File: src/rtl/fdiv_pkg.sv
package fdiv_pkg;
  localparam int P1_W      = 18;
  localparam int P3_W      = 20;
  localparam int K_W       = 3;
  localparam int FRAC_BITS = 7;
  localparam int BASE_DIV  = 4;
  localparam int FR_W      = P3_W + FRAC_BITS;
  localparam int LEN_W     = P1_W - FRAC_BITS + 1;
  localparam int PC_W      = (1 << K_W) - 1;

  typedef struct packed {
    logic [P1_W-1:0] p1;
    logic [P3_W-1:0] p2;
    logic [P3_W-1:0] p3;
    logic [K_W-1:0]  k;
  } ratio_cfg_t;

  function automatic logic [LEN_W-1:0] int_part(input ratio_cfg_t c);
    return LEN_W'(c.p1 >> FRAC_BITS) + LEN_W'(BASE_DIV);
  endfunction

  function automatic logic [FR_W-1:0] frac_part(input ratio_cfg_t c);
    return FR_W'(c.p1[FRAC_BITS-1:0]) * FR_W'(c.p3) + FR_W'(c.p2);
  endfunction

  function automatic logic [FR_W-1:0] denom(input ratio_cfg_t c);
    return {c.p3, {FRAC_BITS{1'b0}}};
  endfunction

  function automatic logic cfg_valid(input ratio_cfg_t c);
    return (c.p3 != '0) && (c.p3 != '1) && (c.p2 < c.p3);
  endfunction
endpackage

File: src/rtl/fdiv_cfg_bank.sv
module fdiv_cfg_bank import fdiv_pkg::*; #(
  parameter ratio_cfg_t DEF = '0
) (
  input  logic       clk,
  input  logic       rst,
  input  logic       load_i,
  input  ratio_cfg_t cfg_i,
  input  logic       bound_i,
  output ratio_cfg_t act_o,
  output ratio_cfg_t next_o,
  output logic       take_o,
  output logic       err_o
);
  ratio_cfg_t pend_q;
  logic       pv_q;
  logic       ok;

  assign ok     = cfg_valid(cfg_i);
  assign take_o = pv_q;
  assign next_o = pv_q ? pend_q : act_o;

  always_ff @(posedge clk) begin
    if (rst) begin
      act_o  <= DEF;
      pend_q <= DEF;
      pv_q   <= 1'b0;
      err_o  <= 1'b0;
    end else begin
      if (bound_i && pv_q) act_o <= pend_q;
      if (load_i && ok) begin
        pend_q <= cfg_i;
        pv_q   <= 1'b1;
      end else if (bound_i) begin
        pv_q   <= 1'b0;
      end
      if (load_i) err_o <= !ok;
    end
  end

  // the active setting moves only at a period end with a pending load
  p_active_hold_r5: assert property (@(posedge clk) disable iff (rst)
    !(bound_i && pv_q) |=> $stable(act_o));

  // a refused load flags an error and leaves the pending setting alone
  p_reject_keeps_r4: assert property (@(posedge clk) disable iff (rst)
    (load_i && !ok) |=> (err_o && $stable(pend_q)));

  // an accepted load clears the flag
  p_accept_clears_r4: assert property (@(posedge clk) disable iff (rst)
    (load_i && ok) |=> !err_o);
endmodule

File: src/rtl/fdiv_period_gen.sv
module fdiv_period_gen import fdiv_pkg::*; #(
  parameter ratio_cfg_t DEF = '0
) (
  input  logic       clk,
  input  logic       rst,
  input  ratio_cfg_t next_i,
  input  logic       take_i,
  output logic       end_o,
  output logic       tick_o
);
  logic [LEN_W-1:0] cnt_q, len_q, ipart;
  logic [FR_W-1:0]  res_q, fpart, dval;
  logic [FR_W:0]    sum;
  logic             carry;

  always_comb begin
    ipart = int_part(next_i);
    fpart = frac_part(next_i);
    dval  = denom(next_i);
    sum   = {1'b0, res_q} + {1'b0, fpart};
    carry = (sum >= {1'b0, dval});
  end

  assign end_o = (cnt_q == len_q - LEN_W'(1));

  always_ff @(posedge clk) begin
    if (rst) begin
      cnt_q  <= '0;
      len_q  <= int_part(DEF);
      res_q  <= '0;
      tick_o <= 1'b0;
    end else begin
      tick_o <= end_o;
      if (end_o) begin
        cnt_q <= '0;
        if (take_i) begin
          len_q <= ipart;
          res_q <= '0;
        end else begin
          len_q <= ipart + LEN_W'(carry);
          res_q <= carry ? FR_W'(sum - {1'b0, dval}) : sum[FR_W-1:0];
        end
      end else begin
        cnt_q <= cnt_q + LEN_W'(1);
      end
    end
  end

  // strobes are separated by at least one low cycle
  p_min_gap_r8: assert property (@(posedge clk) disable iff (rst)
    tick_o |=> !tick_o);

  // no period shorter than the base division
  p_len_floor_r2: assert property (@(posedge clk) disable iff (rst)
    len_q >= LEN_W'(BASE_DIV));

  // the residue stays below the active denominator
  p_res_bound_r2: assert property (@(posedge clk) disable iff (rst)
    !take_i |-> (res_q < dval));
endmodule

File: src/rtl/fdiv_post_div.sv
module fdiv_post_div import fdiv_pkg::*; (
  input  logic           clk,
  input  logic           rst,
  input  logic           stb_i,
  input  logic           clr_i,
  input  logic [K_W-1:0] k_i,
  output logic           out_o
);
  logic [PC_W-1:0] pc_q, mask;

  assign mask = ~({PC_W{1'b1}} << k_i);

  always_ff @(posedge clk) begin
    if (rst) begin
      pc_q  <= '0;
      out_o <= 1'b0;
    end else begin
      out_o <= stb_i && (pc_q == mask);
      if (stb_i) begin
        if (clr_i || (pc_q == mask)) pc_q <= '0;
        else                         pc_q <= pc_q + PC_W'(1);
      end
    end
  end

  // a post-divided strobe only follows a fractional strobe
  p_out_needs_stb_r7: assert property (@(posedge clk) disable iff (rst)
    out_o |-> $past(stb_i));

  // the strobe count never exceeds the active modulus
  p_cnt_range_r7: assert property (@(posedge clk) disable iff (rst)
    pc_q <= mask);
endmodule

File: src/rtl/frac_ratio_divider.sv
module frac_ratio_divider import fdiv_pkg::*; #(
  parameter int DEF_P1 = 0,
  parameter int DEF_P2 = 0,
  parameter int DEF_P3 = 1,
  parameter int DEF_K  = 0
) (
  input  logic            clk,
  input  logic            rst,
  input  logic            cfg_load,
  input  logic [P1_W-1:0] cfg_p1,
  input  logic [P3_W-1:0] cfg_p2,
  input  logic [P3_W-1:0] cfg_p3,
  input  logic [K_W-1:0]  cfg_k,
  output logic            frac_tick,
  output logic            out_tick,
  output logic            cfg_err
);
  localparam ratio_cfg_t DEF_CFG = '{p1: P1_W'(DEF_P1), p2: P3_W'(DEF_P2),
                                     p3: P3_W'(DEF_P3), k: K_W'(DEF_K)};

  ratio_cfg_t in_cfg, act_cfg, nxt_cfg;
  logic       take, bound;

  assign in_cfg = '{p1: cfg_p1, p2: cfg_p2, p3: cfg_p3, k: cfg_k};

  fdiv_cfg_bank #(.DEF(DEF_CFG)) cfg_i (
    .clk(clk), .rst(rst), .load_i(cfg_load), .cfg_i(in_cfg), .bound_i(bound),
    .act_o(act_cfg), .next_o(nxt_cfg), .take_o(take), .err_o(cfg_err)
  );

  fdiv_period_gen #(.DEF(DEF_CFG)) per_i (
    .clk(clk), .rst(rst), .next_i(nxt_cfg), .take_i(take),
    .end_o(bound), .tick_o(frac_tick)
  );

  fdiv_post_div post_i (
    .clk(clk), .rst(rst), .stb_i(bound), .clr_i(bound && take),
    .k_i(act_cfg.k), .out_o(out_tick)
  );
endmodule

File: config.mk
export PLATFORM = sky130hd
export DESIGN_NAME = frac_ratio_divider
export DESIGN_NICKNAME = d
export VERILOG_FILES = /design/src/rtl/fdiv_pkg.sv /design/src/rtl/fdiv_cfg_bank.sv /design/src/rtl/fdiv_period_gen.sv /design/src/rtl/fdiv_post_div.sv /design/src/rtl/frac_ratio_divider.sv
export SDC_FILE = /design/constraint.sdc
export NUM_CORES = 1
export LEC_CHECK = 0
export ABC_AREA = 1
export CORE_MARGIN = 2
export CORE_UTILIZATION = 35
export DETAILED_ROUTE_END_ITERATION = 8
export GPL_TIMING_DRIVEN = 0
export SKIP_LAST_GASP = 1
export SLEW_MARGIN = 20
export SYNTH_ARGS = -nofsm -noshare
export SYNTH_HDL_FRONTEND = slang
export SYNTH_HIERARCHICAL = 1
export SYNTH_SLANG_ARGS = --single-unit
export TNS_END_PERCENT = 5
File: constraint.sdc
create_clock -name clk -period 12.1 [get_ports clk]
set_input_delay 2.42 -clock clk [delete_from_list [all_inputs] [get_ports clk]]
set_output_delay 2.42 -clock clk [all_outputs]
set_load 0.05 [all_outputs]
# After elaboration in Yosys (flattened, before gate mapping)
# Index checks and enable logic that the tools add are counted.
# classes
addsub,8
n_mul,1
magnitude_cmp,2
eq_ne,3
shifts,1
n_mux,7
bitwise_logic,1
reduce_logical,10
# op_table
op,n
61-bit 2-to-1 mux,1
27-bit 2-to-1 mux,2
27-bit by 27-bit adder with 28-bit output,1
28-bit by 27-bit >= comparator with 1-bit output,1
27-bit by 20-bit adder with 27-bit output,1
7-bit by 20-bit multiplier with 27-bit output,1
27-bit subtractor,1
20-bit less-than comparator,1
20-bit != test (second input constant),1
20-bit nonzero test,1
11-bit by 3-bit adder with 12-bit output (second input constant),1
12-bit by 1-bit adder with 12-bit output,1
12-bit by 1-bit adder with 12-bit output (second input constant),1
12-bit equality test,1
12-bit 2-to-1 mux,1
12-bit by 1-bit subtractor with 12-bit output (second input constant),1
7-bit by 1-bit adder with 7-bit output (second input constant),1
7-bit equality test,1
7-bit 2-to-1 mux,1
7-bit NOT,1
7-bit by 3-bit left shift with 7-bit output (first input constant),1
1-bit logical AND,5
1-bit 2-to-1 mux,2
2-bit nonzero test,1
other kinds (3),3
# totals
reg_bits,184
in_bits,64

# Logic depth before layout (Yosys ltp)
# depth
depth_word,7
ltp_mapped,59

# Hierarchy
# Netlist, hierarchy kept.
# modules_own_cells
mod,n_inst,cells_per_inst,area_per_inst_um2,seq_area_each_um2
fdiv_period_gen,1,1736,11118.2,1041.0
fdiv_cfg_bank,1,917,6132.1,2482.4
fdiv_post_div,1,93,613.1,160.2
frac_ratio_divider,1,2,7.5,0.0

# Least setup slack after synthesis
# Ideal clock, no wire load.
# synth_path
kind,register to register
startpoint,register cfg_i.pv_q (netlist: cfg_i/take_o)
endpoint,register per_i.len_q[10]
setup_time_ns,0.124
arrival_time_ns,8.997
t_required_ns,11.976
slack_ns,2.979
stages_incl_launch_ff,53
path_buffers,4
synth_period_minus_slack_ns,9.121
cell_sequence,dfxtp_1 > buf_2 > clkbuf_1 > nand2_1 > o21ai_0 > clkbuf_1 > nand2_1 > fa_1 > fa_1 > inv_1 > fa_1 > inv_1 > fa_1 > inv_1 > ha_1 > a21oi_1 > a21boi_0 > o21bai_1 > [... 17 more ...] > nand3_1 > nor2_1 > nand2_1 > nand2_1 > nand2_1 > nand2_1 > buf_2 > ha_1 > ha_1 > nand2_1 > nor2_1 > inv_1 > nor3_1 > nand2_1 > nor2_1 > nand2_1 > xnor2_1 > o22ai_1
# synth_rtl
element,line,source
from (decl),fdiv_cfg_bank.sv:15,logic pv_q;
from (signal assigned),fdiv_cfg_bank.sv:26,pv_q <= 1'b0;
from (signal assigned),fdiv_cfg_bank.sv:32,pv_q <= 1'b1;
from (signal assigned),fdiv_cfg_bank.sv:34,pv_q <= 1'b0;
to (signal assigned),fdiv_period_gen.sv:29,len_q <= int_part(DEF);
to (signal assigned),fdiv_period_gen.sv:37,len_q <= ipart;
to (signal assigned),fdiv_period_gen.sv:40,len_q <= ipart + LEN_W'(carry);
to (decl),fdiv_period_gen.sv:11,"logic [LEN_W-1:0] cnt_q, len_q, ipart;"

==> results.cfg <==
[outcome]
status = finished clean

[power]
ir_worst_vdd_v = 0.000114
power_uw = 2770
power.static_leakage_uw = 0.0103
powerDensity_nw_per_um2 = 138

[final_layout]
final_area_um2 = 20000
synthToLayoutAreaGrowth_pct = 12.0
final_nets = 3128
layoutNonFillerInstCount = 3513
drive_gt1_share_pct = 4.36
num_antenna_cells = 0

[route]
drt_iter0_drc = 832
num_vias = 16553
firstDrtPassIters = 5
post-route-drc-count = 0
post_drt_wl_per_cell_um = 14.0
drt-total-wl_mm = 49.2
ant_nets = 0
viasPerCell = 4.71

[worst_setup_path]
crit_fanout = 13
startpoint_type = register
required_ns = 12.46
critPathTopFamily = adder cells
slowest_stage = dfxtp_2
critical_path_class = register to register
cp_num_buf_inv = 10
cpMostUsedCell = nand2_1
cp.arrival_ns = 11.33
cpPeakStageDelay_ns = 0.58
critPathCaptureType = register

[floorplanning]
die_area_um2 = 52800
die_x_um = 230
start_util_pct = 35.5
ios = 67
fp-row-count = 82
coreArea_um2 = 50300
die_y_um = 230

[min_path]
hp-class = register to register

[synth]
syn-num-nets = 3042
synth_area_um2 = 17800
syn_inst = 2742
synth_warnings = 6
syn_avg_cell_area_um2 = 6.51

[clocking]
clkSlewWorstSetupHoldPaths_ns = 0.08
cts_buffers = 17
clock_latency_ns = 0.47
cts_htree_levels = 4
hold_buffers = 0
cts_tree = yes
cts.path.max_buffers = 2
cts_sinks = 184
post_cts_buffers = 0
root_buffer = clkbuf_16

[global_route]
top_usage_layer = met2
grt_pass1_wl_mm = 81.6
grt_use_met1_pct = 25.2
grt_max_degree = 20
grtUsageMet2_pct = 32.5
grt.total_usage_pct = 19.1
grt_pass1_vias = 16137
grt_overflow = 0
antenna_found_initial = 0
gr-usage-met3_pct = 2.13

[placement]
dp.cells = 3481
postPlaceCellArea_um2 = 19400
port-buffer-count = 66
place_congestion = 0.923
dp_hpwl_mm = 41.2

[timing]
period_minus_slack_ns = 10.97
setup_viol = 0
tightest_slew_ns = 0.673
fin_crit_sh_pct = 90.7
max-slew-margin-rel_pct = 54.7
fin_skew_ns = 0.0124
hold_viol_final = 0
max_freq_ghz = 0.0912
slew_violations = 0

[job]
cap_violations = 0
[final timing paths]
| kind | end | cells after the start | start | slack [ns] |
|---|---|---|---|---|
| worst max register to register | per_i/len_q[10] | 53 | cfg_i/take_o | 1.13 |
| worst max-delay path | per_i/len_q[10] | 53 | cfg_i/take_o | 1.13 |
| worst min register to register | cfg_i/act_o[29] | 2 | cfg_i/act_o[29] | 0.45 |
| worst min-delay path | cfg_i/act_o[29] | 2 | cfg_i/act_o[29] | 0.45 |
[flip-flops by register name, indices dropped and copies added, names as in the netlist]
signal,flops
cfg_i/act_o,61
cfg_i/err_o,1
cfg_i/pend_q,61
cfg_i/take_o,1
per_i/cnt_q,12
per_i/len_q,12
per_i/res_q,27
per_i/tick_o,1
post_i/out_o,1
post_i/pc_q,7
[area by class of cell]
class / instances / area, µm²
buffer: 114 / 567
clock buffer: 18 / 439
tap: 672 / 841
clock inverter: 14 / 173
inverter: 524 / 1970
fill: 5548 / 30300
sequential: 184 / 3680
multi-input combinational: 1920 / 11600
timing repair buffer: 67 / 668
[worst register-to-register path, delay by kind of cell (launching register included)]
kind                     cells  cell delay, ns
buffers and inverters       10            1.83
XOR/XNOR                     2            0.37
flip-flops                   1            0.58
adder cells (fa/ha/maj)      9            3.45
AO/OA/AOI/OAI                7            1.44
AND/OR/NAND/NOR             25            3.18
[per-layer routing]
metal | routed length (µm) | vias up
met5 | 0 | -
met4 | 1110 | 0
met3 | 1760 | 57
met2 | 22800 | 284
met1 | 23500 | 7538
li1 | - | 8674
[layout by cell type (no fill, tap or decap), types with 11 or more instances in the layout]
cell type,count
nand2_1,728
inv_1,519
a21oi_1,202
nor2_1,191
dfxtp_1,183
nand3_1,178
o21ai_0,159
ha_1,125
fa_1,111
clkdlybuf4s50_1,66
clkbuf_1,61
xor2_1,47
xnor2_1,27
buf_2,24
nand4_1,23
nor3_1,22
o21ai_1,17
clkbuf_16,17
o21bai_1,11
[power breakdown]
| part | leakage, µW | internal [µW] | total (µW) | switching, µW |
|---|---|---|---|---|
| logic | 0.00848 | 525 | 1480 | 955 |
| registers | 0.00150 | 660 | 698 | 37.5 |
| clock network | 0.000297 | 303 | 588 | 286 |
[metrics by stage]
| step | TNS [ns] | setup slack [ns] | util [%] | hold slack (ns) |
|---|---|---|---|---|
| global placement | 0 | 0.419 | 38.5 | 0.434 |
| floorplan | 0 | 2.98 | - | 0.424 |
| finish | 0 | 1.13 | 39.7 | 0.446 |
| CTS | 0 | 0.526 | 39.7 | 0.448 |
| detailed placement | 0 | 0.571 | 38.5 | 0.437 |
| global route | -0.00348 | -0.00348 | 39.7 | 0.464 |
[timing repair]
action                                  CTS  global route
hold endpoints to repair                  0             0
resized for setup                         0            20
endpoints found under the setup margin    0             7
(Power assumes the default switching activity.)
